**config.mk**
```make
export PLATFORM = sky130hd
export DESIGN_NAME = irq_ctrl2
export DESIGN_NICKNAME = d
export VERILOG_FILES = /design/src/rtl/irq_ctrl2_pkg.sv /design/src/rtl/irq_pend_reg.sv /design/src/rtl/irq_prio_pick.sv /design/src/rtl/irq_ctrl2.sv
export SDC_FILE = /design/constraint.sdc
export NUM_CORES = 1
export LEC_CHECK = 0
export BUFFER_PORTS_ARGS = -buffer_cell sky130_fd_sc_hd__buf_2
export CORE_UTILIZATION = 35
export CTS_BUF_LIST = sky130_fd_sc_hd__clkbuf_4 sky130_fd_sc_hd__clkbuf_8 sky130_fd_sc_hd__clkbuf_16
export DETAILED_ROUTE_END_ITERATION = 8
export PLACE_DENSITY = 0.58
export SLEW_MARGIN = 20
export SYNTH_ARGS = -nofsm -noshare
export SYNTH_HDL_FRONTEND = slang
export SYNTH_SLANG_ARGS = --single-unit
```
**constraint.sdc**
```tcl
create_clock -name clk -period 5.33 [get_ports clk]
set_input_delay 0.2665 -clock clk [delete_from_list [all_inputs] [get_ports clk]]
set_output_delay 0.2665 -clock clk [all_outputs]
set_load 0.01 [all_outputs]
```
**src/rtl/irq_ctrl2_pkg.sv**
```systemverilog
package irq_ctrl2_pkg;
   localparam int ADDR_W = 3;

   typedef enum logic [ADDR_W-1:0] {
      A_PEND = 3'd0,
      A_MODE = 3'd1,
      A_MASK = 3'd2,
      A_INSV = 3'd3,
      A_SUBP = 3'd4,
      A_SUBM = 3'd5
   } reg_addr_e;
endpackage

```
**src/rtl/irq_pend_reg.sv**
```systemverilog
module irq_pend_reg #(
   parameter int W = 32
) (
   input  logic         clk,
   input  logic         rst_n,
   input  logic [W-1:0] set_i,
   input  logic [W-1:0] clr_i,
   output logic [W-1:0] q_o
);
   if (W < 1) begin : g_bad_w
      $error("irq_pend_reg: W must be at least 1");
   end

   always_ff @(posedge clk or negedge rst_n) begin
      if (!rst_n) q_o <= '0;
      else        q_o <= (q_o & ~clr_i) | set_i;
   end

   // a request always leaves its bit set, even against a clear
   p_req_sets_r2: assert property (@(posedge clk) disable iff (!rst_n)
      1'b1 |=> ((q_o & $past(set_i)) == $past(set_i)));

   // a cleared bit with no request drops
   p_clear_drops_r4: assert property (@(posedge clk) disable iff (!rst_n)
      1'b1 |=> ((q_o & $past(clr_i & ~set_i)) == '0));

   // untouched bits keep their value
   p_untouched_hold_r4: assert property (@(posedge clk) disable iff (!rst_n)
      1'b1 |=> ((q_o & ~$past(set_i | clr_i)) == ($past(q_o) & ~$past(set_i | clr_i))));
endmodule

```
**src/rtl/irq_prio_pick.sv**
```systemverilog
module irq_prio_pick #(
   parameter int W            = 32,
   parameter bit LOWEST_FIRST = 1'b1
) (
   input  logic [W-1:0] req_i,
   output logic [W-1:0] grant_o
);
   if (W < 1) begin : g_bad_w
      $error("irq_prio_pick: W must be at least 1");
   end

   if (LOWEST_FIRST) begin : g_low
      always_comb begin
         logic found;
         found   = 1'b0;
         grant_o = '0;
         for (int k = 0; k < W; k++) begin
            if (req_i[k] && !found) begin
               grant_o[k] = 1'b1;
               found      = 1'b1;
            end
         end
      end
   end else begin : g_high
      always_comb begin
         logic found;
         found   = 1'b0;
         grant_o = '0;
         for (int k = W - 1; k >= 0; k--) begin
            if (req_i[k] && !found) begin
               grant_o[k] = 1'b1;
               found      = 1'b1;
            end
         end
      end
   end

   // grant is one request at most, and exists whenever any request does
   always_comb begin
      a_grant_shape_r7: assert ($onehot0(grant_o) && ((grant_o & ~req_i) == '0)
                                && ((req_i != '0) == (grant_o != '0)));
   end
endmodule

```
**src/rtl/irq_ctrl2.sv**
```systemverilog
module irq_ctrl2
   import irq_ctrl2_pkg::*;
#(
   parameter int N_MAIN    = 32,
   parameter int N_SUB     = 11,
   parameter int SUB_BASE  = 28,
   parameter int SUB_GROUP = 3
) (
   input  logic              clk,
   input  logic              rst_n,
   input  logic [N_MAIN-1:0] src_req,
   input  logic [N_SUB-1:0]  sub_req,
   input  logic              bus_wr,
   input  logic              bus_rd,
   input  logic [ADDR_W-1:0] bus_addr,
   input  logic [N_MAIN-1:0] bus_wdata,
   output logic [N_MAIN-1:0] bus_rdata,
   output logic              fast_irq,
   output logic              norm_irq
);
   localparam int SUB_LAST_PARENT = SUB_BASE + (N_SUB - 1) / SUB_GROUP;
   localparam int SUB_PAD         = N_MAIN - N_SUB;

   if (N_SUB < 1 || N_SUB >= N_MAIN) begin : g_bad_sub
      $error("irq_ctrl2: N_SUB must be in 1..N_MAIN-1");
   end
   if (SUB_GROUP < 1 || SUB_BASE < 0 || SUB_LAST_PARENT >= N_MAIN) begin : g_bad_map
      $error("irq_ctrl2: sub-source parent mapping falls outside the main sources");
   end

   logic [N_MAIN-1:0] pend_q, mode_q, mask_q, insv_q;
   logic [N_SUB-1:0]  subp_q, subm_q;
   logic [N_MAIN-1:0] pend_clr, insv_clr, merged, cand, pick;
   logic [N_SUB-1:0]  subp_clr;
   logic              insv_take;

   // write decode
   always_comb begin
      pend_clr = (bus_wr && bus_addr == A_PEND) ? bus_wdata : '0;
      insv_clr = (bus_wr && bus_addr == A_INSV) ? bus_wdata : '0;
      subp_clr = (bus_wr && bus_addr == A_SUBP) ? bus_wdata[N_SUB-1:0] : '0;
   end

   // sub-source stage
   irq_pend_reg #(.W(N_SUB)) u_subp (
      .clk(clk), .rst_n(rst_n), .set_i(sub_req), .clr_i(subp_clr), .q_o(subp_q));

   always_comb begin
      merged = '0;
      for (int i = 0; i < N_SUB; i++) begin
         if (subp_q[i] && !subm_q[i]) merged[SUB_BASE + i / SUB_GROUP] = 1'b1;
      end
   end

   // main stage
   irq_pend_reg #(.W(N_MAIN)) u_pend (
      .clk(clk), .rst_n(rst_n), .set_i(src_req | merged), .clr_i(pend_clr), .q_o(pend_q));

   // configuration registers
   always_ff @(posedge clk or negedge rst_n) begin
      if (!rst_n) begin
         mode_q <= '0;
         mask_q <= '1;
         subm_q <= '1;
      end else if (bus_wr) begin
         if (bus_addr == A_MODE) mode_q <= bus_wdata;
         if (bus_addr == A_MASK) mask_q <= bus_wdata;
         if (bus_addr == A_SUBM) subm_q <= bus_wdata[N_SUB-1:0];
      end
   end

   // mode split and arbitration
   assign cand     = pend_q & ~mask_q & ~mode_q;
   assign fast_irq = |(pend_q & ~mask_q & mode_q);

   irq_prio_pick #(.W(N_MAIN), .LOWEST_FIRST(1'b1)) u_pick (
      .req_i(cand), .grant_o(pick));

   assign insv_take = (insv_q == '0);

   always_ff @(posedge clk or negedge rst_n) begin
      if (!rst_n)         insv_q <= '0;
      else if (insv_take) insv_q <= pick;
      else                insv_q <= insv_q & ~insv_clr;
   end

   assign norm_irq = |insv_q;

   // read port, one cycle latency
   always_ff @(posedge clk or negedge rst_n) begin
      if (!rst_n) bus_rdata <= '0;
      else if (bus_rd) begin
         case (bus_addr)
            A_PEND:  bus_rdata <= pend_q;
            A_MODE:  bus_rdata <= mode_q;
            A_MASK:  bus_rdata <= mask_q;
            A_INSV:  bus_rdata <= insv_q;
            A_SUBP:  bus_rdata <= {{SUB_PAD{1'b0}}, subp_q};
            A_SUBM:  bus_rdata <= {{SUB_PAD{1'b0}}, subm_q};
            default: bus_rdata <= '0;
         endcase
      end
   end

   // at most one in-service bit at any time
   p_insv_onehot_r7: assert property (@(posedge clk) disable iff (!rst_n)
      $onehot0(insv_q));

   // an occupied in-service register only loses written bits
   p_insv_frozen_r8: assert property (@(posedge clk) disable iff (!rst_n)
      (insv_q != '0) |=> (insv_q == ($past(insv_q) & ~$past(insv_clr))));

   // a fresh grant is an eligible source with no lower eligible index
   p_grant_lowest_r7: assert property (@(posedge clk) disable iff (!rst_n)
      (insv_q == '0) |=> ((insv_q & ~$past(cand)) == '0)
                         && ((((insv_q - 1'b1) & $past(cand)) == '0) || insv_q == '0));

   // fast-mode sources never get in service
   p_fast_bypass_r6: assert property (@(posedge clk) disable iff (!rst_n)
      (insv_q == '0) |=> ((insv_q & $past(mode_q)) == '0));

   // masked sources never get in service
   p_masked_idle_r9: assert property (@(posedge clk) disable iff (!rst_n)
      (insv_q == '0) |=> ((insv_q & $past(mask_q)) == '0));
endmodule

```
# Word-level counts from Yosys, hierarchy flattened
# Index checks and enable logic that the tools add are counted.
totals:
  output_inout_bits: 34
  register_bits: 182
  elab_cells: 198
  input_bits: 82
classes:
  eq_ne: 5
  muxes: 78
  bitwise: 14
  reduce_logical: 94
op_table:
  columns: ["cell", "n"]
  rows:
  - ["one-hot mux 32 bit (6 select lines)", 1]
  - ["bitwise AND 32 bit", 5]
  - ["inverter 32 bit", 4]
  - ["2-to-1 mux 32 bit", 3]
  - ["2-to-1 mux 1 bit", 73]
  - ["OR 32 bit", 2]
  - ["OR reduction 32 bit", 2]
  - ["logical AND 1 bit", 45]
  - ["zero test 1 bit", 42]
  - ["zero test 32 bit", 1]
  - ["bitwise AND 11 bit", 1]
  - ["2-to-1 mux 11 bit", 1]
  - ["inverter 11 bit", 1]
  - ["OR 11 bit", 1]
  - ["== test 3 x 2 -> 1 bit, second input constant", 2]
  - ["== test 3 bit, second input constant", 2]
  - ["AND reduction 2 bit", 3]
  - ["== test 3 x 1 -> 1 bit, second input constant", 1]
  - ["zero test 3 bit", 1]

# Depth between registers and ports, before layout
# Gate-level depths: netlist (run 1).
depth:
  depth_word: 98
  ltp_mapped: 8
  mapped_depth_nobuf: 6

# Modules after synthesis
# From an unflattened synthesis (run 1), not the netlist that was laid out.
hier_totals:
  hier_cells: 824
  area_unflattened_um2: 9328.9
modules_own_cells:
  columns: ["module", "area_per_inst_um2", "instances", "cells_each", "seq_area_each_um2"]
  rows:
  - ["irq_ctrl2", 7310.8, 1, 635, 3532.1]
  - ["irq_pend_reg (u_pend)", 1161.1, 1, 96, 800.8]
  - ["irq_prio_pick", 457.9, 1, 60, 0.0]
  - ["irq_pend_reg (u_subp)", 399.1, 1, 33, 275.3]

# Worst setup path after synthesis (run 1)
# OpenSTA, ideal clock, no wires.
synth_path:
  path_kind: "flip-flop to flip-flop"
  startpoint: "reg mask_q[15]"
  endpoint: "reg insv_q[29]"
  period_less_slack_ns: 1.792
  required_time_ns: 5.254
  setup_time_ns: 0.076
  slack_ns: 3.538
  path_buffers: 0
  arrival_ns: 1.716
  path_stages_with_launch: 6
  cell_sequence: "dfstp_2 -> nor3b_4 -> nor4_4 -> nand4_2 -> or4b_1 -> o21ai_1"
synth_between:
  elab_chain_len: 48
synth_lines:
  columns: ["item", "line_no", "text"]
  rows:
  - ["start, declared", "irq_ctrl2.sv:31", "logic [N_MAIN-1:0] pend_q, mode_q, mask_q, insv_q;"]
  - ["start signal, assigned", "irq_ctrl2.sv:67", "if (bus_addr == A_MASK) mask_q <= bus_wdata;"]
  - ["inverter 32 bit (*)", "irq_ctrl2.sv:73", "assign cand = pend_q & ~mask_q & ~mode_q;"]
  - ["bitwise AND 32 bit (*) (2 in a row)", "irq_ctrl2.sv:73", null]
  - ["logical AND 1 bit (*)", "irq_prio_pick.sv:18", "if (req_i[k] && !found) begin"]
  - ["2-to-1 mux 1 bit (*)", "irq_prio_pick.sv:18", null]
  - ["zero test 1 bit", "irq_prio_pick.sv:18", null]
  - ["logical AND 1 bit", "irq_prio_pick.sv:18", null]
  - ["2-to-1 mux 1 bit (*)", "irq_prio_pick.sv:18", null]
  - ["zero test 1 bit", "irq_prio_pick.sv:18", null]
  - ["[... 31 more ...]", null, null]
  - ["2-to-1 mux 1 bit (*)", "irq_prio_pick.sv:18", null]
  - ["zero test 1 bit", "irq_prio_pick.sv:18", null]
  - ["logical AND 1 bit", "irq_prio_pick.sv:18", null]
  - ["2-to-1 mux 1 bit (*)", "irq_prio_pick.sv:18", null]
  - ["zero test 1 bit (*)", "irq_prio_pick.sv:18", null]
  - ["logical AND 1 bit (*)", "irq_prio_pick.sv:18", null]
  - ["2-to-1 mux 1 bit (*)", "irq_prio_pick.sv:18", null]
  - ["2-to-1 mux 32 bit (*)", "irq_ctrl2.sv:83", "else if (insv_take) insv_q <= pick;"]
  - ["end signal, assigned", "irq_ctrl2.sv:83", null]
  - ["end signal, assigned", "irq_ctrl2.sv:84", "else insv_q <= insv_q & ~insv_clr;"]
  - ["end, declared", "irq_ctrl2.sv:31", null]
# Every way passes the cells marked *; elsewhere a longest branch is shown, timed or not.
# A chain may end at the register's enable or synchronous reset.

# Worst setup path after layout (run 1)
layout_path:
  startpoint: "in bus_addr[1]"
  endpoint: "reg mask_q[23]"
layout_between:
  elab_chain_len: 2
layout_lines:
  columns: ["item", "line_no", "text"]
  rows:
  - ["start, declared", "irq_ctrl2.sv:15", "input logic [ADDR_W-1:0] bus_addr,"]
  - ["== test 3 x 2 -> 1 bit", "irq_ctrl2.sv:67", null]
  - ["AND reduction 2 bit (no line)", null, null]
# No other way between the ends.

==> results of run 1 <==
final cells by class:
cell class	instances	area (µm²)	area share
inverter	34	128	0.0120
sequential	182	4610	0.435
tap	324	405	0.0383
multi-input combinational	534	3970	0.375
clock buffer	17	425	0.0402
clock inverter	15	163	0.0154
timing repair buffer	149	895	0.0845
where the power goes:
group	internal (mW)	switching, mW
registers	1.62	0.174
clock network	0.701	0.583
logic	0.351	0.386
worst min-delay path by stage:
stage	cells past startpoint	slack (ns)	startpoint	to
after floorplan	0	-0.03	rst_n	bus_rdata[0]
after global placement	1	0.41	rst_n	bus_rdata[26]
after detailed placement	1	0.40	rst_n	bus_rdata[27]
after CTS	2	0.001	src_req[7]	u_pend.q_o[7]
after global routing	2	0.01	sub_req[7]	u_subp.q_o[7]
final	2	0.01	sub_req[6]	u_subp.q_o[6]
worst max-delay path, stage by stage:
cell and delay (ns):
buf_2 0.46, nor3b_2 0.26, buf_4 0.35, and2_1 0.79, buf_4 0.43, mux2_2 0.37
registers in the layout (all words and copies together) (netlist names):
| register | count |
|---|---|
| u_subp.q_o | 11 |
| mode_q | 32 |
| bus_rdata | 32 |
| u_pend.q_o | 32 |
| insv_q | 32 |
| subm_q | 11 |
| mask_q | 32 |
synthesized netlist by cell type, drive strengths merged (2+ instances only):
cell      n  area (µm²)
dfrtp   139        3480
nand2   112         420
mux2     85         957
dfstp    43        1130
a21o     40         300
inv      34         128
nand3b   33         248
clkbuf   32         120
a22o     26         228
nor3b    26         216
o22ai    24         150
a221oi   21         184
o21ai    19        95.1
a22oi    15         113
nor4     15         136
nor2     13        48.8
nand4    12        81.3
buf      11        61.3
or3b     10        87.6
a32o      8        80.1
and2      7        43.8
nor2b     6        37.5
o21a      6        45.0
o221ai    6        52.6
mux2i     5        50.1
a21oi     4        20.0
nor3      4        36.3
o211ai    4        30.0
o31ai     4        30.0
o41ai     4        35.0
nand3     3        15.0
nand4b    3        41.3
a2111o    2        22.5
and3      2        12.5
mux4      2        45.0
or3       2        12.5
or4b      2        20.0
layer usage:
layer  part of all wire  global-route usage
met5                  0                   0
met4              0.019              0.0605
met1               0.48               0.295
met2               0.46               0.325
met3              0.046              0.0370
stage by stage:
| step | setup slack (ns) | instance area [µm²] | total power [mW] | utilization |
|---|---|---|---|---|
| 4_1_cts | 2.76 | 10600 | 3.85 | 0.430 |
| 6_report | 2.74 | 10600 | 3.82 | 0.430 |
| 3_3_place_gp | 2.35 | 9770 | 2.54 | 0.397 |
| 3_5_place_dp | 2.33 | 9770 | 2.55 | 0.397 |
| 5_1_grt | 2.64 | 10600 | 4.01 | 0.430 |
| 2_1_floorplan | 3.54 | 8880 | 2.26 | - |
cell families (layout without fill, tap and decap cells):
| kind of cell | count (synthesis) | in the layout |
|---|---|---|
| DFF | 182 | 182 |
| muxes | 92 | 92 |
| buffers and inverters | 77 | 215 |
| and+or+nand+nor | 256 | 256 |
| AOI/OAI and AO/OA | 186 | 186 |
==> impl_metrics.yaml, run 1 <==
floorplanning:
  rows: 57
  io_pins: 116
  core-area_um2: 24600
  die_w_um: 161
  initial_core_util: 0.361
  die_h_um: 161
  die-area_um2: 26000
synthesis:
  dominantRegCellSynth: "dfrtp_1"
  yosys_warnings: 0
  synth_async_sr_flop_share: 1.00
  syn_area_um2: 8880
  synthDistinctLibCells: 60
  synthMuxAreaShare: 0.118
  synth_adder_area_share: 0
  yosys.area_share.xor_xnor: 0
  synth_compound_area_frac: 0.159
  ys_seq_elements: 182
  synth-edff-count: 0
  post_synth_inst_count: 793
  synth_top_family_by_area: "simple AND/OR/NAND/NOR gates"
  seq_area_frac_synth: 0.519
  synthSimpleGateAreaFrac: 0.170
  synth_nets: 875
  avgSynthCellArea_um2: 11.2
clocking:
  clk_latency_ns: 0.44
  cts.clk_slew.worst_paths_ns: 0.07
  htree_levels: 4
  root_buffer: "clkbuf_16"
  cts_buffers: 17
  clk_path_buf_depth: 2
  cts_setup_buffers: 0
  hold_buffers: 23
  cts_tree: "yes"
  post_cts_resized: 0
  clock-sinks: 182
sta:
  hold_viol: 0
  rsz0062_at_grt: "false"
  whs_ns: 0.0106
  final-max-slew-violation-count: 0
  max_freq_mhz: 386
  max_slew_margin: 0.286
  setup_viol: 0
  tightest_slew_ns: 1.07
  fin_worst_skew_ns: 0.00929
  period_share: 0.486
  min_period_ns: 2.59
  setup_tns_ns: 0
final_layout:
  stdcell_count: 1255
  final_cell_mix: "dfrtp_1, buf_2, nand2_1"
  final_layout_size_suffix_gt1_frac: 0.330
  nNetsFinal: 1000
  antennaDiodeCount: 0
  nFillCells: 2411
  final_common_cell: "dfrtp_1"
  area_growth_pct: 19.2
status:
  status: "finished clean"
setup_path:
  endpoint: "mask_q[23]"
  crit_type: "input port to flip-flop"
  crit_path_start: "bus_addr[1]"
  rr_endpoint: "insv_q[5]"
  r2r.worst_path.cells: 6
  startpoint_type: "input port"
  crit_required_ns: 5.69
  critPathMaxFanout: 26
  reg2reg_from: "insv_q[30]"
  worst_setup_path_end_kind: "flip-flop"
  r2r_setup_slack_ns: 2.76
  cp.arrival_ns: 2.95
global_routing:
  grt.overflow.total: 0
  grt_pass1_wl_mm: 41.1
  grtUsageTotal: 0.208
  grt_max_degree: 94
  antenna_found_initial: 0
  grt_pass1_vias: 6985
min_path:
  hp-class: "input port to flip-flop"
route:
  drtPass1Iterations: 5
  wl_mm: 25.8
  vias: 6855
  postRouteAntennaNets: 0
  route.detailed.drc: 0
  drtIter0Drc: 375
  routedWlPerCell_um: 20.5
  viasPerCell: 5.46
placement:
  gp_congestion: 0.785
  dp_cells: 1200
  place_hpwl_mm: 17.9
  io_buffer_count: 115
job:
  max_cap_violations: 0
power:
  irDropWorstVdd_mv: 0.181
  power.density_nw_per_um2: 361
  power.leakage_nw: 4.30
Power figures use the tool's default switching activity.
==> inputs of run 2 (changes only) <==
- clock period: 5.33 -> 2.6 ns (I/O delays scaled with it)
==> run 2 against run 1 <==
Net effect: clock-buffer cell count is 5 higher; register-to-register slack worse by 2.4 ns; non-clock buffer count is 64 higher; sequential power is 100% higher; final cell count is 5.1% higher; wire length is 2.1% higher; combinational power is 120% higher; utilization is 2.7 points higher; critical path type is now flip-flop to flip-flop; die area stayed put; critical path depth is 1 lower; sequential cell count stayed put; clock skew is 0.0021 ns higher; critical endpoint is now insv_q[28].
==> impl_metrics.yaml, run 2 (synthesized netlist as in run 1, its figures left out) <==
final_layout:
  stdcell_count: 1319
  final_cell_mix: "dfrtp_1, buf_2, nand2_1"
  antennaDiodeCount: 0
  area_growth_pct: 26.7
  post-route-util: 0.458
  nNetsFinal: 1064
  final_common_cell: "dfrtp_1"
  final_layout_size_suffix_gt1_frac: 0.329
route:
  viasPerCell: 5.44
  vias: 7172
  wl_mm: 26.3
  postRouteAntennaNets: 0
  drtIter0Drc: 532
  route.detailed.drc: 0
  routedWlPerCell_um: 19.9
  drtPass1Iterations: 5
floorplanning:
  rows: 57
  die_h_um: 161
  io_pins: 116
  die_w_um: 161
  core-area_um2: 24600
  die-area_um2: 26000
  initial_core_util: 0.361
clocking:
  htree_levels: 4
  hold_buffers: 67
  post_cts_resized: 0
  cts.clk_slew.worst_paths_ns: 0.07
  clk_latency_ns: 0.43
  cts_buffers: 17
  clock-sinks: 182
  root_buffer: "clkbuf_16"
  cts_tree: "yes"
  cts_setup_buffers: 0
  clk_path_buf_depth: 2
setup_path:
  cp.arrival_ns: 2.61
  worst_setup_path_end_kind: "flip-flop"
  crit_required_ns: 2.92
  crit_path_start: "insv_q[30]"
  rr_endpoint: "insv_q[28]"
  r2r.worst_path.cells: 5
  critPathMaxFanout: 13
  reg2reg_from: "insv_q[30]"
  r2r_setup_slack_ns: 0.31
  crit_type: "flip-flop to flip-flop"
  startpoint_type: "flip-flop"
power:
  power.leakage_nw: 4.60
  irDropWorstVdd_mv: 0.352
  power.density_nw_per_um2: 714
placement:
  io_buffer_count: 115
  place_ws_ns: 0.285
  dp_cells: 1220
  place_hpwl_mm: 18.7
  gp_congestion: 0.860
sta:
  tightest_slew_ns: 0.674
  max_slew_margin: 0.550
  final-max-slew-violation-count: 0
  rsz0062_at_grt: "false"
  final.setup.worst_slack_ns: 0.312
  fin_worst_skew_ns: 0.0114
  max_freq_mhz: 437
  period_share: 0.880
  setup_tns_ns: 0
  min_period_ns: 2.29
  hold_viol: 0
  setup_viol: 0
min_path:
  min_path_cells: 2
  hold_path_end: "mode_q[22]"
  hp-class: "input port to flip-flop"
  min_from: "bus_wdata[22]"
global_routing:
  grt_pass1_wl_mm: 41.7
  grt_pass1_vias: 7216
  grt.overflow.total: 0
  grtUsageTotal: 0.210
  grt_max_degree: 63
  antenna_found_initial: 0
status:
  status: "finished clean"
job:
  max_cap_violations: 0
-- run 2: cell count changes in the layout (fill, tap and decap cells not counted), sizes merged --
cell | previous run | this run
buf | 126 | 146
inv | 41 | 35
bufinv | 2 | 3
clkbuf | 17 | 22
dlygate4sd3 | 23 | 67
-- run 2: metal layers --
| layer | wire [µm] | vias up | global-route usage |
|---|---|---|---|
| met5 | 0 | - | 0 |
| met4 | 571 | 0 | 0.0695 |
| met3 | 1270 | 37 | 0.0342 |
| met2 | 12300 | 205 | 0.336 |
| met1 | 12200 | 3601 | 0.290 |
| li1 | - | 3329 | - |
-- run 2: worst max-delay path, cell delays in order (launching register included) --
cell,delay [ns]
dfrtp_1,0.40
nor4_1,0.46
nand4_1,0.28
nor3_4,0.37
nand4b_4,0.26
o41ai_1,0.40
-- run 2: worst max-delay path by stage --
stage	endpoint	cells past startpoint
final	insv_q[28]	5
after floorplan	insv_q[29]	5
after global placement	insv_q[26]	5
after global routing	insv_q[26]	5
after CTS	insv_q[28]	5
after detailed placement	insv_q[28]	5
-- run 2: through the flow --
step | power (mW) | hold slack (ns) | instance area [µm²]
3_3_place_gp | 5.23 | 0.167 | 9960
6_report | 8.04 | 0.00461 | 11300
3_5_place_dp | 5.26 | 0.174 | 9960
2_1_floorplan | 4.63 | -0.166 | 8880
4_1_cts | 8.09 | 0.00269 | 11300
5_1_grt | 8.43 | 0.00942 | 11300
-- run 2: layout make-up --
cell class / instances / area [µm²]
Sequential cell: 182 / 4610
Timing Repair Buffer: 213 / 1520
Tap cell: 324 / 405
Fill cell: 2293 / 13300
Clock buffer: 22 / 482
Clock inverter: 10 / 145
Inverter: 34 / 128
Multi-Input combinational cell: 534 / 3970
-- run 2: power breakdown --
group / switching (mW) / internal (mW) / total [mW]
logic: 0.821 / 0.785 / 1.61
clock network: 1.14 / 1.62 / 2.76
registers: 0.348 / 3.33 / 3.68
